## config.mk

```make
export PLATFORM = sky130hd
export DESIGN_NAME = wdog_two_stage
export DESIGN_NICKNAME = d
export VERILOG_FILES = /design/src/rtl/wdog_pkg.sv /design/src/rtl/wdog_tick.sv /design/src/rtl/wdog_down.sv /design/src/rtl/wdog_flags.sv /design/src/rtl/wdog_two_stage.sv
export SDC_FILE = /design/constraint.sdc
export NUM_CORES = 1
export LEC_CHECK = 0
export ABC_AREA = 1
export BUFFER_PORTS_ARGS = -buffer_cell sky130_fd_sc_hd__buf_2
export CORE_ASPECT_RATIO = 1.5
export CORE_MARGIN = 2
export CORE_UTILIZATION = 55
export DETAILED_ROUTE_END_ITERATION = 8
export PLACE_DENSITY = 0.85
export SLEW_MARGIN = 20
export SYNTH_ARGS = -nofsm -noshare
export SYNTH_HDL_FRONTEND = slang
export SYNTH_HIERARCHICAL = 1
export SYNTH_SLANG_ARGS = --single-unit
```

## constraint.sdc

```tcl
create_clock -name clk -period 2.25 [get_ports clk]
set_clock_uncertainty 0.15 [all_clocks]
set_input_delay 0.225 -clock clk [delete_from_list [all_inputs] [get_ports clk]]
set_output_delay 0.225 -clock clk [all_outputs]
set_load 0.01 [all_outputs]
```

## src/rtl/wdog_pkg.sv

```systemverilog
package wdog_pkg;

  localparam int unsigned DATA_W = 16;

  // Register word offsets
  localparam logic [4:0] OFS_RELOAD = 5'h00;
  localparam logic [4:0] OFS_STS_A  = 5'h04;
  localparam logic [4:0] OFS_STS_B  = 5'h06;
  localparam logic [4:0] OFS_CTRL   = 5'h08;
  localparam logic [4:0] OFS_GCTL   = 5'h0C;
  localparam logic [4:0] OFS_IEN    = 5'h0E;
  localparam logic [4:0] OFS_START  = 5'h12;

  // Bit positions
  localparam int unsigned B_WARN   = 3;
  localparam int unsigned B_SECOND = 1;
  localparam int unsigned B_BOOT   = 2;
  localparam int unsigned B_HALT   = 11;
  localparam int unsigned B_NORB   = 5;
  localparam int unsigned B_IEN    = 13;

  // A start value is usable only at or above the floor
  function automatic logic start_ok(input int unsigned v, input int unsigned floor_v);
    return v >= floor_v;
  endfunction

  // Sticky flag: a set event beats a clear request in the same cycle
  function automatic logic flag_next(input logic cur, input logic set_ev, input logic clr_req);
    return set_ev | (cur & ~clr_req);
  endfunction

  // Next value of a down-counter that wraps to a reload value
  function automatic logic [15:0] count_next(input logic [15:0] cur, input logic [15:0] wrap_v);
    return (cur == 16'd0) ? wrap_v : cur - 16'd1;
  endfunction

endpackage

```

## src/rtl/wdog_tick.sv

```systemverilog
module wdog_tick #(
  parameter int unsigned TICK_DIV = 30_000_000
) (
  input  logic clk,
  input  logic srst,
  input  logic run,
  input  logic restart,
  output logic tick
);
  localparam int unsigned DW = (TICK_DIV > 1) ? $clog2(TICK_DIV) : 1;
  localparam logic [DW-1:0] LAST = DW'(TICK_DIV - 1);

  generate
    if (TICK_DIV <= 1) begin : g_direct
      assign tick = run & ~restart;
    end else begin : g_div
      logic [DW-1:0] div_q;
      logic          at_last;
      assign at_last = (div_q == LAST);
      assign tick    = run & at_last;

      always_ff @(posedge clk) begin
        if (srst || !run || restart || at_last) div_q <= '0;
        else                                    div_q <= div_q + 1'b1;
      end

      assert_div_bound_R5: assert property (@(posedge clk) disable iff (srst)
        div_q <= LAST);
      assert_div_frozen_R4: assert property (@(posedge clk) disable iff (srst)
        !run |=> div_q == '0);
    end
  endgenerate
endmodule

```

## src/rtl/wdog_down.sv

```systemverilog
module wdog_down #(
  parameter int unsigned CNT_W = 10,
  parameter int unsigned RESET_VAL = 4
) (
  input  logic             clk,
  input  logic             srst,
  input  logic             tick,
  input  logic             reload,
  input  logic [CNT_W-1:0] load_val,
  output logic             expire,
  output logic [CNT_W-1:0] count
);
  import wdog_pkg::*;

  logic [CNT_W-1:0] cnt_q;
  logic [15:0]      stepped;

  assign stepped = count_next(16'(cnt_q), 16'(load_val));
  assign expire  = tick & (cnt_q == '0) & ~reload;
  assign count   = cnt_q;

  always_ff @(posedge clk) begin
    if (srst)        cnt_q <= CNT_W'(RESET_VAL);
    else if (reload) cnt_q <= load_val;
    else if (tick)   cnt_q <= stepped[CNT_W-1:0];
  end

  assert_step_down_R5: assert property (@(posedge clk) disable iff (srst)
    (tick && !reload && cnt_q != '0) |=> cnt_q == $past(cnt_q) - 1'b1);
  assert_hold_no_tick_R4: assert property (@(posedge clk) disable iff (srst)
    (!tick && !reload) |=> $stable(cnt_q));
  assert_reload_load_R3: assert property (@(posedge clk) disable iff (srst)
    reload |=> cnt_q == $past(load_val));
endmodule

```

## src/rtl/wdog_flags.sv

```systemverilog
module wdog_flags #(
  parameter int unsigned RST_LEN = 16
) (
  input  logic clk,
  input  logic por_srst,
  input  logic warm_srst,
  input  logic expire,
  input  logic clr_warn,
  input  logic clr_second,
  input  logic clr_boot,
  input  logic irq_en,
  input  logic no_reboot,
  output logic warn_q,
  output logic second_q,
  output logic boot_q,
  output logic irq_o,
  output logic sys_rst_o
);
  import wdog_pkg::*;

  localparam int unsigned RW = $clog2(RST_LEN + 1);

  logic          first_ev;
  logic          second_ev;
  logic          fire_rst;
  logic [RW-1:0] stretch_q;
  logic          any_srst;

  assign any_srst  = por_srst | warm_srst;
  assign first_ev  = expire & ~warn_q;
  assign second_ev = expire & warn_q;
  assign fire_rst  = second_ev & ~no_reboot & ~warm_srst;
  assign sys_rst_o = (stretch_q != '0);

  always_ff @(posedge clk) begin
    if (any_srst) begin
      warn_q   <= 1'b0;
      second_q <= 1'b0;
      irq_o    <= 1'b0;
    end else begin
      warn_q   <= flag_next(warn_q, first_ev, clr_warn);
      second_q <= flag_next(second_q, second_ev, clr_second);
      irq_o    <= first_ev & irq_en;
    end
  end

  // Boot flag and stretcher live in the power-on domain
  always_ff @(posedge clk) begin
    if (por_srst) begin
      boot_q    <= 1'b0;
      stretch_q <= '0;
    end else begin
      if (!warm_srst) boot_q <= flag_next(boot_q, second_ev, clr_boot);
      if (fire_rst)               stretch_q <= RW'(RST_LEN);
      else if (stretch_q != '0)   stretch_q <= stretch_q - 1'b1;
    end
  end

  assert_irq_with_warn_R6: assert property (@(posedge clk) disable iff (any_srst)
    irq_o |-> warn_q);
  assert_set_wins_R9: assert property (@(posedge clk) disable iff (any_srst)
    first_ev |=> warn_q);
  assert_rst_marks_boot_R7: assert property (@(posedge clk) disable iff (por_srst)
    $rose(sys_rst_o) |-> boot_q);
  assert_veto_R8: assert property (@(posedge clk) disable iff (any_srst)
    (second_ev && no_reboot && !sys_rst_o) |=> !sys_rst_o);
endmodule

```

## src/rtl/wdog_two_stage.sv

```systemverilog
module wdog_two_stage #(
  parameter int unsigned TICK_DIV   = 30_000_000,
  parameter int unsigned RST_LEN    = 16,
  parameter int unsigned CNT_W      = 10,
  parameter int unsigned ADDR_W     = 5,
  parameter int unsigned START_RST  = 4,
  parameter int unsigned START_MIN  = 4
) (
  input  logic              clk,
  input  logic              por_n,
  input  logic              warm_n,
  input  logic [ADDR_W-1:0] host_addr,
  input  logic              host_we,
  input  logic [15:0]       host_wdata,
  output logic [15:0]       host_rdata,
  output logic              irq_o,
  output logic              sys_rst_o
);
  import wdog_pkg::*;

  localparam logic [15:0] START_RST_W = 16'(START_RST);

  logic por_srst, warm_srst, srst;
  assign por_srst  = ~por_n;
  assign warm_srst = ~warm_n;
  assign srst      = por_srst | warm_srst;

  // Host write decode
  logic [4:0] a5;
  assign a5 = 5'(host_addr);

  logic wr_reload, wr_sts_a, wr_sts_b, wr_ctrl, wr_gctl, wr_ien, wr_start, start_accept;
  assign wr_reload    = host_we & (a5 == OFS_RELOAD);
  assign wr_sts_a     = host_we & (a5 == OFS_STS_A);
  assign wr_sts_b     = host_we & (a5 == OFS_STS_B);
  assign wr_ctrl      = host_we & (a5 == OFS_CTRL);
  assign wr_gctl      = host_we & (a5 == OFS_GCTL);
  assign wr_ien       = host_we & (a5 == OFS_IEN);
  assign wr_start     = host_we & (a5 == OFS_START);
  assign start_accept = wr_start & start_ok(32'(host_wdata[CNT_W-1:0]), START_MIN);

  // Control registers
  logic        halt_q, norb_q, ien_q;
  logic [15:0] start_q;

  always_ff @(posedge clk) begin
    if (srst) begin
      halt_q  <= 1'b1;
      norb_q  <= 1'b1;
      ien_q   <= 1'b0;
      start_q <= START_RST_W;
    end else begin
      if (wr_ctrl)      halt_q  <= host_wdata[B_HALT];
      if (wr_gctl)      norb_q  <= host_wdata[B_NORB];
      if (wr_ien)       ien_q   <= host_wdata[B_IEN];
      if (start_accept) start_q <= host_wdata;
    end
  end

  // Datapath
  logic             tick, expire;
  logic [CNT_W-1:0] count;
  logic             warn_q, second_q, boot_q;

  wdog_tick #(.TICK_DIV(TICK_DIV)) u_tick (
    .clk     (clk),
    .srst    (srst),
    .run     (~halt_q),
    .restart (wr_reload),
    .tick    (tick)
  );

  wdog_down #(.CNT_W(CNT_W), .RESET_VAL(START_RST)) u_down (
    .clk      (clk),
    .srst     (srst),
    .tick     (tick),
    .reload   (wr_reload),
    .load_val (start_q[CNT_W-1:0]),
    .expire   (expire),
    .count    (count)
  );

  wdog_flags #(.RST_LEN(RST_LEN)) u_flags (
    .clk        (clk),
    .por_srst   (por_srst),
    .warm_srst  (warm_srst),
    .expire     (expire),
    .clr_warn   (wr_sts_a & host_wdata[B_WARN]),
    .clr_second (wr_sts_b & host_wdata[B_SECOND]),
    .clr_boot   (wr_sts_b & host_wdata[B_BOOT]),
    .irq_en     (ien_q),
    .no_reboot  (norb_q),
    .warn_q     (warn_q),
    .second_q   (second_q),
    .boot_q     (boot_q),
    .irq_o      (irq_o),
    .sys_rst_o  (sys_rst_o)
  );

  // Read mux
  always_comb begin
    host_rdata = '0;
    case (a5)
      OFS_RELOAD: host_rdata[CNT_W-1:0] = count;
      OFS_STS_A:  host_rdata[B_WARN]    = warn_q;
      OFS_STS_B: begin
        host_rdata[B_SECOND] = second_q;
        host_rdata[B_BOOT]   = boot_q;
      end
      OFS_CTRL:   host_rdata[B_HALT]    = halt_q;
      OFS_GCTL:   host_rdata[B_NORB]    = norb_q;
      OFS_IEN:    host_rdata[B_IEN]     = ien_q;
      OFS_START:  host_rdata            = start_q;
      default:    host_rdata            = '0;
    endcase
  end

  assert_start_reject_R2: assert property (@(posedge clk) disable iff (srst)
    (wr_start && !start_accept) |=> $stable(start_q));
  assert_halt_no_expire_R4: assert property (@(posedge clk) disable iff (srst)
    halt_q |-> !expire);
  assert_reload_cancels_R3: assert property (@(posedge clk) disable iff (srst)
    wr_reload |-> !expire);
  assert_warm_clears_R10: assert property (@(posedge clk) disable iff (por_srst)
    warm_srst |=> (halt_q && norb_q && !warn_q && !second_q));
endmodule

```

==> metrics.md, run 1 <==
| Metric | Value |
|---|---|
| Data required time of the worst path | `2360 ps` |
| Max_cap viols | `0` |
| Final slew viol count | `0` |
| CTS tree | `yes` |
| Top-count cell post-synth | `nand2_1` |
| Crit path cell chain | `ha_1 -> nand2_1 -> nor2_4 -> nand4_1 -> nor3_2 -> nor2_2 -> clkinvlp_4 -> o21ai_0 -> a21oi_2` |
| Achievable Freq | `476.0 MHz` |
| Biggest cell delay along the critical path | `between 300 and 400 ps` |
| 1st-iter DRT viols | `186` |
| Register area | `between 1000 and 1500 um^2` |
| DP HPWL | `7.044 mm` |
| DRT Wirelength | `about 9.5 mm` |
| Run status | `completed` |
| Seq/Total Area, Yosys | `about a third` |
| Die Y | `104.8 um` |
| Main synth FF type | `dfxtp_1` |
| Gr ovfl total | `0` |
| Clock-pin slew on the worst setup and hold paths | `about 70 ps` |
| Mapped cell area | `3725 um^2` |
| Seq cells post-synth | `63` |
| Chip width | `between 70 and 80 um` |
| Synth top cells by count | `nand2_1, nor2_1, inv_1` |
| Placement Setup Slack | `a little over 60 ps` |
| Initial antenna violation count | `0` |
| Maximum buffer depth of the clock tree | `2` |
| Post-route ant nets | `0` |
| Routed len/inst | `13.18 um` |
| DR pass1 iterations | `5` |
| Die Area | `about 7500 um^2` |
| Row count | `36` |
| Warning count from the yosys run | `6` |
| Post-Place Cells | `700` |
| Non-Filler Instances | `720` |
| Hold Crit Class | `primary input to flop` |
| IO Port Bufs | `42` |
| Multi-input gate area | `2085 um^2` |
| Worst Path Max Fanout | `14` |
| First-pass GRT wire length | `16.09 mm` |
| Total chip power | `2.640 mW` |
| Global Route Usage Sum | `27.00%` |
| Total of fill cells in the finished design | `between 500 and 600` |
| Largest net degree at the start of global routing | `26` |
| Rel. slew slack | `about 60%` |
| TritonCTS buffer count | `9` |
| Cells after synthesis | `~580` |
| Tmin final | `2101 ps` |
| NumNets Final | `roughly 670` |
| CP Class | `flop to flop` |
| Vias | `3,769` |
| Met2 Use GR | `49.01%` |
| Initial Utilization | `57.03%` |
| Arrival time worst endpoint | `2210 ps` |
| Net Count, Synth | `~600` |
| Worst-Skew Late Latency | `about 360 ps` |
| Leakage | `approximately 1.8 nW` |
| Final instance area | `4289 um^2` |
| Synth unique cells | `35` |
| CP delay by family, top | `simple AND/OR/NAND/NOR gates` |
| Global route hottest layer | `met2` |
| Yosys top cell area share | `33.86%` |
| Critical path's slowest cell | `clkinvlp_4` |
| Final Worst Setup Slack | `149.1 ps` |
| Syn avg cell area | `6.378 um^2` |
| Tightest Pin Transition | `a little over 600 ps` |
| RD Place Congestion | `0.9157` |
| Root Buffer | `clkbuf_8` |
| Area Overhead vs Synth | `15.15%` |
| Vias/cell | `5.235` |
| Critical path endpoint category | `flop` |
| Number of flops mapped to enable cells by yosys | `0` |
| Number of diodes | `0` |
| Async S/R FF share, synth | `0%` |
| Setup violations, final | `0` |
| GR met1 Demand/Resource | `27.01%` |
| Depth of the CTS H-tree | `3` |
| Top cell type by total area after synthesis | `dfxtp_1` |
| Clock Sinks | `63` |
| Worst path buffer plus inverter count | `1` |
| Power Dens Cells | `615.5 nW/um^2` |
| Post-Route Setup TNS | `0 ps` |
| Launching element type of the critical path | `flop` |
| Period utilization | `93.37%` |
| IO Count | `43` |
| Hold Fails Final Rpt | `0` |
| Core region area | `6531 um^2` |
| Met3 Usage GRT | `under 10%` |
| Fraction of layout cells with a size suffix above 1 | `between 10% and 20%` |
| Synth area leaders | `dfxtp_1, nand2_1, nor2_1` |
| Post-route DRC | `0` |
| Placed Area | `4004 um^2` |
| Vias in the first global route | `about 3.9k` |
| RSZ-0062 raised after global routing | `true` |
| Worst VDD drop | `a little under 0.4 mV` |
==> logic make-up (layout without fill, tap and decap cells) <==
kind of cell / Yosys count / count (layout) / share of synthesized area, %
fa+ha+maj: 3 / 3 / 1.008
compound gates: 35 / 35 / 5.576
simple gates: 376 / 376 / 45.58
buf+inv: 92 / 152 / 10.45
xor+xnor: 15 / 15 / 3.527
flops: 63 / 63 / 33.86
==> metrics by stage <==
stage               util, %  hold slack, ps
floorplan                 -           188.2
global placement      61.30           279.8
detailed placement    61.30           296.9
CTS                   65.46           20.43
global route          65.67           55.58
finish                65.67           29.48
==> cells in the final DEF (no fill, tap or decap), types with 2 or more instances in the layout <==
master           n
nand2_1        157
nor2_1         113
inv_1           76
dfxtp_1         63
nand3_1         56
buf_2           42
a21oi_1         19
clkbuf_8        11
xnor2_1          9
nor2_4           8
nor2_2           8
a22o_1           7
nand4_1          7
o21ai_0          7
buf_4            6
xor2_1           6
nand2_2          5
inv_2            4
nor3_1           4
dlygate4sd3_1    4
clkinvlp_4       3
nand3b_1         3
ha_1             3
or2_0            3
nand3_2          2
clkinv_1         2
bufinv_16        2
nor3_2           2
nand2_4          2
==> what timing repair did <==
item                                    CTS  global route
buffers inserted                          0             0
endpoints found under the hold margin     4             0
hold buffers                              4             0
endpoints found under the setup margin    0            19
gates resized for setup                   0             3
==> registers in the layout, indices dropped and copies added, names as in the netlist <==
name,count
u_flags/stretch_q,5
norb_q,1
u_tick/g_div.div_q,25
halt_q,1
u_flags/boot_q,1
u_flags/second_q,1
u_down/count,10
u_flags/warn_q,1
ien_q,1
start_q,16
u_flags/irq_o,1
==> layout make-up <==
cell class	count	share of cell area [%]
clock inverter	5	1.867
sequential	63	29.40
tap	76	2.217
multi-input combinational	429	48.60
inverter	84	7.497
clock buffer	11	3.530
timing repair buffer	52	6.884
==> final timing paths <==
| path | slack (ps) | startpoint | endpoint | depth (start not counted) |
|---|---|---|---|---|
| setup / recovery | 150 | u_tick/g_div.div_q[0]$_SDFF_PP0_ | u_down/count[8]$_SDFFE_PP0P_ | 9 |
| hold / removal | 30 | host_wdata[13] | ien_q$_SDFFE_PP0P_ | 5 |
| setup reg to reg | 150 | u_tick/g_div.div_q[0]$_SDFF_PP0_ | u_down/count[8]$_SDFFE_PP0P_ | 9 |
| hold reg to reg | 310 | u_tick/g_div.div_q[0]$_SDFF_PP0_ | u_tick/g_div.div_q[0]$_SDFF_PP0_ | 1 |
==> layer usage <==
metal,vias to the layer above,share of wire [%]
li1,1918,-
met1,1692,38
met2,125,53
met3,34,5.0
met4,0,4.3
met5,-,0
==> where the power goes <==
group	total [mW]	internal, mW	switching [mW]
clock	1.16	0.682	0.475
sequential	1.17	1.14	0.0236
combinational	0.317	0.129	0.189
total	2.64	1.95	0.687
==> worst register-to-register path: cells and delay by family, from the launching register on <==
family	cells	cell delay, ps
compound gates	2	320
fa+ha+maj	1	220
buf+inv	1	360
flops	1	330
simple gates	5	610
Power figures use the tool's default switching activity.
==> run 2: changes to the inputs <==
--- a/config.mk
+++ b/config.mk
@@ -5,7 +5,6 @@
 export SDC_FILE = /design/constraint.sdc
 export NUM_CORES = 1
 export LEC_CHECK = 0
-export ABC_AREA = 1
 export BUFFER_PORTS_ARGS = -buffer_cell sky130_fd_sc_hd__buf_2
 export CORE_ASPECT_RATIO = 1.5
 export CORE_MARGIN = 2
==> run 2 against run 1 <==
The flow now finishes with violations (setup timing). Clock power rose by 5%. Cell area increased by 6.2%. Clock-buffer cell count did not move. Utilization grew 9.1 points. Sequential power about the same. Non-clock buffer count increased by 58. Combinational power rose by 5%. Synthesized cell count is 31% lower. Global-route usage grew 4.6 points. Critical path depth down 1. Largest cell class unchanged.
==> metrics.md, run 2 <==
| Metric | Value |
|---|---|
| Run status | `complete, but fails checks` |
| Failing checks | `setup timing` |
| Yosys top cell area share | `36.99% (+3.1 points)` |
| CTS tree | `yes` |
| Clock Sinks | `63 (unchanged)` |
| Warning count from the yosys run | `6 (unchanged)` |
| Pint | `2.064 mW (+5.7%)` |
| Launching element type of the critical path | `flop` |
| Vias | `3,661 (-2.9%)` |
| Routed len/inst | `18.11 um (+37%)` |
| Gr ovfl total | `0 (unchanged)` |
| Total chip power | `2.729 mW (+3.4%)` |
| Hold Fails Final Rpt | `0 (unchanged)` |
| Placement Setup Slack | `-216.9 ps (-278.4 ps)` |
| Global Route Usage Sum | `31.65% (+4.6 points)` |
| Synth area leaders | `dfxtp_1, a21oi_1, o21ai_0` |
| Depth of the CTS H-tree | `3 (unchanged)` |
| Rel. slew slack | `57.66% (-1.1 points)` |
| Mapped cell area | `3410 um^2 (-8.5%)` |
| Initial antenna violation count | `0 (unchanged)` |
| Core region area | `6087 um^2 (-6.8%)` |
| IO Count | `43 (unchanged)` |
| Final instance area | `4554 um^2 (+6.2%)` |
| Worst VDD drop | `0.5095 mV (+29%)` |
| Most frequent cells in the layout | `dfxtp_1, buf_4, buf_2, a21oi_1, nor2_1` |
| Net Count, Synth | `432 (-29%)` |
| Number of diodes | `0 (unchanged)` |
| Syn avg cell area | `8.439 um^2 (+32%)` |
| Arrival time worst endpoint | `2520 ps (+310 ps)` |
| Gate power share | `12.2% (+0.2 points)` |
| DRT Wirelength | `10.61 mm (+12%)` |
| Fraction of layout cells with a size suffix above 1 | `31.64% (+16 points)` |
| Placed Area | `4006 um^2 (about the same)` |
| Data required time of the worst path | `2330 ps (-30 ps)` |
| Power Dens Cells | `599.2 nW/um^2 (-2.7%)` |
| Seq/Total Area, Yosys | `36.99% (+3.1 points)` |
| Final slew viol count | `0 (unchanged)` |
| DP HPWL | `6.638 mm (-5.8%)` |
| Worst-Skew Late Latency | `350 ps (about the same)` |
| Sequential share of power | `42.9% (-1.3 points)` |
| Tightest Pin Transition | `626.2 ps (+9.559 ps)` |
| Maximum buffer depth of the clock tree | `2 (unchanged)` |
| FF-to-FF path depth | `8 (-1)` |
| Post-route DRC | `0 (unchanged)` |
| Setup violations, final | `17 (+17)` |
| Die Y | `100.4 um (-4.2%)` |
| Total of fill cells in the finished design | `409 (-30%)` |
| Top cell type by total area after synthesis | `dfxtp_1` |
| Worst Path Max Fanout | `4 (-10)` |
| Sw Ratio | `24.36% (-1.7 points)` |
| RD Place Congestion | `0.8574 (-6.4%)` |
| Hold_ws | `48.98 ps (+19.50 ps)` |
| Number of flops mapped to enable cells by yosys | `0 (unchanged)` |
| Final Worst Setup Slack | `-191.6 ps (-340.7 ps)` |
| Largest net degree at the start of global routing | `35 (+35%)` |
| Die Area | `6858 um^2 (-8.1%)` |
| First-pass GRT wire length | `16.36 mm (+1.7%)` |
| Most common cell after layout, fill and taps aside | `dfxtp_1` |
| Post-route ant nets | `0 (unchanged)` |
| Max reg flops | `25 (unchanged)` |
| 1st-iter DRT viols | `297 (+60%)` |
| Achievable Freq | `409.6 MHz (-14%)` |
| Chip width | `68.29 um (-4.1%)` |
| RSZ-0062 raised after global routing | `true` |
| Clock-pin slew on the worst setup and hold paths | `80 ps (about the same)` |
| DR pass1 iterations | `5 (unchanged)` |
| Main synth FF type | `dfxtp_1` |
| Clock network fraction of total power | `44.9% (+1.1 points)` |
| Seq cells post-synth | `63 (unchanged)` |
| Period utilization | `108.5% (+15 points)` |
| Hold Crit Class | `primary input to flop` |
| TritonCTS buffer count | `9 (unchanged)` |
| IO Port Bufs | `42 (unchanged)` |
| Async S/R FF share, synth | `0% (unchanged)` |
| Leakage | `1.709 nW (-3.9%)` |
| Cells after synthesis | `404 (-31%)` |
| Vias in the first global route | `3,660 (-5.8%)` |
| Critical path endpoint category | `flop` |
| Max_cap viols | `0 (unchanged)` |
| Root Buffer | `clkbuf_8` |
| Row count | `35 (-2.8%)` |
| Initial Utilization | `56.01% (-1.0 points)` |
| NumNets Final | `535 (-20%)` |
| Top-count cell post-synth | `dfxtp_1` |
| Area Overhead vs Synth | `33.58%` |
| Synth unique cells | `72 (+110%)` |
| CP Class | `flop to flop` |
| Synth top cells by count | `dfxtp_1, a21oi_1, nor2_1` |
| Tmin final | `2442 ps (+340.7 ps)` |
| Switching power | `0.6649 mW (-3.3%)` |
| Largest Register | `u_tick/g_div.div_q` |
| Worst Hold Path Cells | `3 (-2)` |
| Vias/cell | `6.247 (+19%)` |
-- run 2: changes by cell type after synthesis, sizes merged, moves of 7 or more --
cell,before,now
and3,0,12
nor3,7,17
nor2,129,30
nand2,164,26
clkbuf,1,8
inv,82,22
o21ai,7,26
nor4,1,10
and2,1,8
nand3,59,22
a21oi,20,32
or3,0,10
-- run 2: timing repair --
| item | 4_1_cts | 5_1_grt |
|---|---|---|
| hold buffers | 14 | 0 |
| pin swaps | 11 | 13 |
| gates resized for setup | 15 | 13 |
| endpoints found under the setup margin | 17 | 19 |
| hold endpoints to repair | 16 | 0 |
| buffers inserted | 3 | 6 |
-- run 2: cells by family (layout without fill, tap and decap cells) --
family | count (synthesis) | count (layout) | synth area share, %
buf+inv | 40 | 148 | 5.798
compound gates | 100 | 100 | 19.56
flops | 63 | 63 | 36.99
xor+xnor | 18 | 18 | 4.624
simple gates | 178 | 178 | 31.34
fa+ha+maj | 3 | 3 | 1.101
mux | 2 | 2 | 0.5872
-- run 2: worst paths after layout --
kind                            slack [ps]                               from                                end
worst max-delay path                  -190  u_tick/g_div.div_q[21]$_SDFF_PP0_  u_flags/stretch_q[3]$_SDFFE_PP0P_
worst min-delay path                    50                      host_wdata[3]            start_q[3]$_SDFFE_PP0P_
worst max register to register        -190  u_tick/g_div.div_q[21]$_SDFF_PP0_  u_flags/stretch_q[3]$_SDFFE_PP0P_
worst min register to register         340           start_q[13]$_SDFFE_PP0P_           start_q[13]$_SDFFE_PP0P_
-- run 2: per-layer routing --
metal	part of all wire [%]	up-vias	wire, um	GRT usage (%)
li1	-	1704	-	-
met1	35	1726	3674	30.79
met2	55	174	5886	57.13
met3	4.5	57	479	7.287
met4	5.4	0	573	20.31
met5	0	-	0	0
-- run 2: power by group through the flow --
stage	Clock, mW	Sequential, mW	Combinational (mW)
after floorplan	0	1.19	0.213
after global placement	0	1.19	0.274
after detailed placement	0	1.20	0.293
after CTS	1.23	1.17	0.325
after global routing	1.29	1.17	0.365
final	1.22	1.17	0.334
-- run 2: layout make-up --
cell class,count,area [um^2],share of cell area [%]
timing repair buffer,110,767.0,16.84
clock buffer,11,141.4,3.104
sequential,63,1265,27.77
clock inverter,5,105.1,2.308
multi-input combinational,301,2098,46.07
inverter,22,85.08,1.868
tap,74,92.59,2.033
-- run 2: worst max-delay path, cell delays in order (launching register included) --
cell,delay (ps)
dfxtp_2,330
or4b_4,560
nor4_4,240
and2_4,190
and3_4,170
and3_4,180
nor4bb_4,240
or2_4,210
nor3_1,50
-- run 2: metrics by stage --
stage | util [%] | TNS (ps) | cells
finish | 74.82 | -2065 | 586
global route | 74.82 | -3193 | 586
CTS | 73.34 | -655.1 | 582
detailed placement | 65.82 | -1297 | 550
global placement | 65.82 | -353.2 | 550
floorplan | - | -453.6 | 404
==> run 3: changes to the inputs <==
--- a/config.mk
+++ b/config.mk
@@ -8,9 +8,10 @@
 export BUFFER_PORTS_ARGS = -buffer_cell sky130_fd_sc_hd__buf_2
 export CORE_ASPECT_RATIO = 1.5
 export CORE_MARGIN = 2
-export CORE_UTILIZATION = 55
+export CORE_UTILIZATION = 58
 export DETAILED_ROUTE_END_ITERATION = 8
-export PLACE_DENSITY = 0.85
+export PLACE_DENSITY = 0.89
+export SKIP_CTS_REPAIR_TIMING = 1
 export SLEW_MARGIN = 20
 export SYNTH_ARGS = -nofsm -noshare
 export SYNTH_HDL_FRONTEND = slang
==> constraint.sdc (replaced) <==
create_clock -name clk -period 2.25 [get_ports clk]
set_clock_uncertainty 0.15 [all_clocks]
set_input_delay 0.5625 -clock clk [delete_from_list [all_inputs] [get_ports clk]]
set_output_delay 0.5625 -clock clk [all_outputs]
set_load 0.01 [all_outputs]
==> run 3 against run 2 <==
The flow still finishes with violations (setup timing). Fmax is 2.1% lower. Combinational power is 6.3% higher. Utilization is 5.7 points higher. Die area is 4.9% lower. Clock-buffer cell count is 3 higher. Critical path depth stayed put. Total power is 8.1% lower. First-iteration DRC count is 37% higher. Cell count stayed put. Critical path type unchanged.
==> metrics.md, run 3 (synthesized netlist as in run 2, its figures left out) <==
| Metric | Value |
|---|---|
| Leakage | `1.757 nW (+2.9%)` |
| IO Count | `43 (unchanged)` |
| Period utilization | `110.8% (+2.3 points)` |
| Launching element type of the critical path | `flop` |
| IO Port Bufs | `42 (unchanged)` |
| Hold Fails Final Rpt | `0 (unchanged)` |
| Critical Path Most Common Cell | `and3_4` |
| Post-route ant nets | `0 (unchanged)` |
| 1st-iter DRT viols | `407 (+37%)` |
| DP HPWL | `7.142 mm (+7.6%)` |
| Arrival time worst endpoint | `2590 ps (+70 ps)` |
| Failing checks | `setup timing` |
| Clock-pin slew on the worst setup and hold paths | `70 ps (about the same)` |
| Total of fill cells in the finished design | `330 (-19%)` |
| Vias | `3,885 (+6.1%)` |
| Worst path buffer plus inverter count | `0 (unchanged)` |
| DR pass1 iterations | `5 (unchanged)` |
| Row count | `34 (-2.9%)` |
| Core region area | `5743 um^2 (-5.7%)` |
| Setup violations, final | `30 (+13)` |
| WL met2 | `6.362 mm (+8.1%)` |
| Most frequent cells in the layout | `buf_4, dfxtp_1, buf_2, a21oi_1, nor2_1` |
| Initial antenna violation count | `0 (unchanged)` |
| Depth of the CTS H-tree | `3 (unchanged)` |
| Gr ovfl total | `0 (unchanged)` |
| Chip width | `66.60 um (-2.5%)` |
| Data required time of the worst path | `2350 ps (+20 ps)` |
| Die Area | `6520 um^2 (-4.9%)` |
| Rel. slew slack | `64.66% (+7.0 points)` |
| Highest Signal Layer | `met4` |
| Area Overhead vs Synth | `35.56%` |
| CP delay by family, top | `simple AND/OR/NAND/NOR gates` |
| CTS tree | `yes` |
| Most common cell after layout, fill and taps aside | `buf_4` |
| Initial Utilization | `59.37% (+3.4 points)` |
| Global Route Usage Sum | `31.96% (+0.31 points)` |
| Worst Path Max Fanout | `4 (unchanged)` |
| Tightest Pin Transition | `527.6 ps (-98.61 ps)` |
| DRT Wirelength | `12.24 mm (+15%)` |
| NumNets Final | `537 (+0.37%)` |
| Routed len/inst | `20.88 um (+15%)` |
| Max_cap viols | `0 (unchanged)` |
| Vias/cell | `6.630 (+6.1%)` |
| Achievable Freq | `401.1 MHz (-2.1%)` |
| RD Place Congestion | `0.9706 (+13%)` |
| Placement Setup Slack | `-222.6 ps (-5.687 ps)` |
| Critical path endpoint category | `flop` |
| Post-Place Cells | `562 (+2.2%)` |
| Final Worst Setup Slack | `-243.0 ps (-51.44 ps)` |
| Hold Crit Class | `primary input to flop` |
| Tmin final | `2493 ps (+51.44 ps)` |
| Non-Filler Instances | `586 (unchanged)` |
| RSZ-0062 raised after global routing | `true` |
| Power Dens Cells | `542.6 nW/um^2 (-9.4%)` |
| Maximum buffer depth of the clock tree | `2 (unchanged)` |
| Die Y | `97.90 um (-2.5%)` |
| Worst VDD drop | `0.5772 mV (+13%)` |
| CP Class | `flop to flop` |
| Largest net degree at the start of global routing | `35 (unchanged)` |
| Critical path's slowest cell | `or4b_4` |
| Worst-Skew Late Latency | `360 ps (about the same)` |
| Vias in the first global route | `3,599 (-1.7%)` |
| Final slew viol count | `0 (unchanged)` |
| Root Buffer | `clkbuf_8` |
| Run status | `complete, but fails checks` |
| Clock Sinks | `63 (unchanged)` |
| M1 WL | `3.980 mm (+8.3%)` |
| Max reg flops | `25 (unchanged)` |
| Number of diodes | `0 (unchanged)` |
| First-pass GRT wire length | `15.93 mm (-2.7%)` |
| Crit path cell chain | `or4b_4 -> nor4_4 -> and2_4 -> and3_4 -> and3_4 -> nor4bb_4 -> or2_4 -> a211oi_2` |
| Fraction of layout cells with a size suffix above 1 | `35.80% (+4.2 points)` |
| Met3 WL | `864 um (+80%)` |
| TritonCTS buffer count | `9 (unchanged)` |
| Biggest cell delay along the critical path | `570 ps (about the same)` |
| Post-route DRC | `0 (unchanged)` |
| Largest Register | `u_tick/g_div.div_q` |
## run 3: area by class of cell
class	count	area (um^2)	share of cell area (%)
Clock buffer	14	182.7	3.952
Clock inverter	2	12.51	0.2707
Inverter	22	85.08	1.841
Multi-Input combinational cell	302	2167	46.89
Sequential cell	63	1265	27.37
Tap cell	72	90.09	1.949
Timing Repair Buffer	111	819.5	17.73
## run 3: worst reg2reg max path: cells and delay by family (launching register included)
kind	cells	cell delay, ps
compound gates	1	50
simple gates	7	1850
flops	1	330
## run 3: path summary, 6_finish.rpt
| check | from | depth (start not counted) | to | slack, ps |
|---|---|---|---|---|
| setup reg to reg | u_tick/g_div.div_q[21]$_SDFF_PP0_ | 8 | u_flags/stretch_q[1]$_SDFFE_PP0P_ | -240 |
| setup / recovery | u_tick/g_div.div_q[21]$_SDFF_PP0_ | 8 | u_flags/stretch_q[1]$_SDFFE_PP0P_ | -240 |
| hold / removal | host_wdata[15] | 3 | start_q[15]$_SDFFE_PP0P_ | 310 |
| hold reg to reg | start_q[15]$_SDFFE_PP0P_ | 2 | start_q[15]$_SDFFE_PP0P_ | 360 |
## run 3: routing by layer
metal | global-route usage, % | up-vias
met3 | 6.106 | 109
met4 | 22.45 | 0
met2 | 57.92 | 269
li1 | - | 1708
met1 | 30.93 | 1799
met5 | 0 | -
## run 3: report_power, final
group	internal [mW]	total, mW	leakage (nW)	switching, mW
clock network	0.519	0.978	0.0987	0.459
logic	0.172	0.355	1.15	0.183
registers	1.14	1.17	0.510	0.0315
total	1.83	2.51	1.76	0.674
## run 3: metrics by stage
stage	util [%]	hold slack, ps	instance area, um^2	TNS (ps)	power, mW
floorplan	-	289.0	3481	-476.1	1.406
global placement	71.55	306.9	4109	-3786	1.479
detailed placement	71.55	319.4	4109	-5328	1.498
CTS	74.95	299.6	4304	-5942	2.449
global route	80.48	321.9	4622	-5569	2.581
finish	80.48	309.0	4622	-4036	2.508
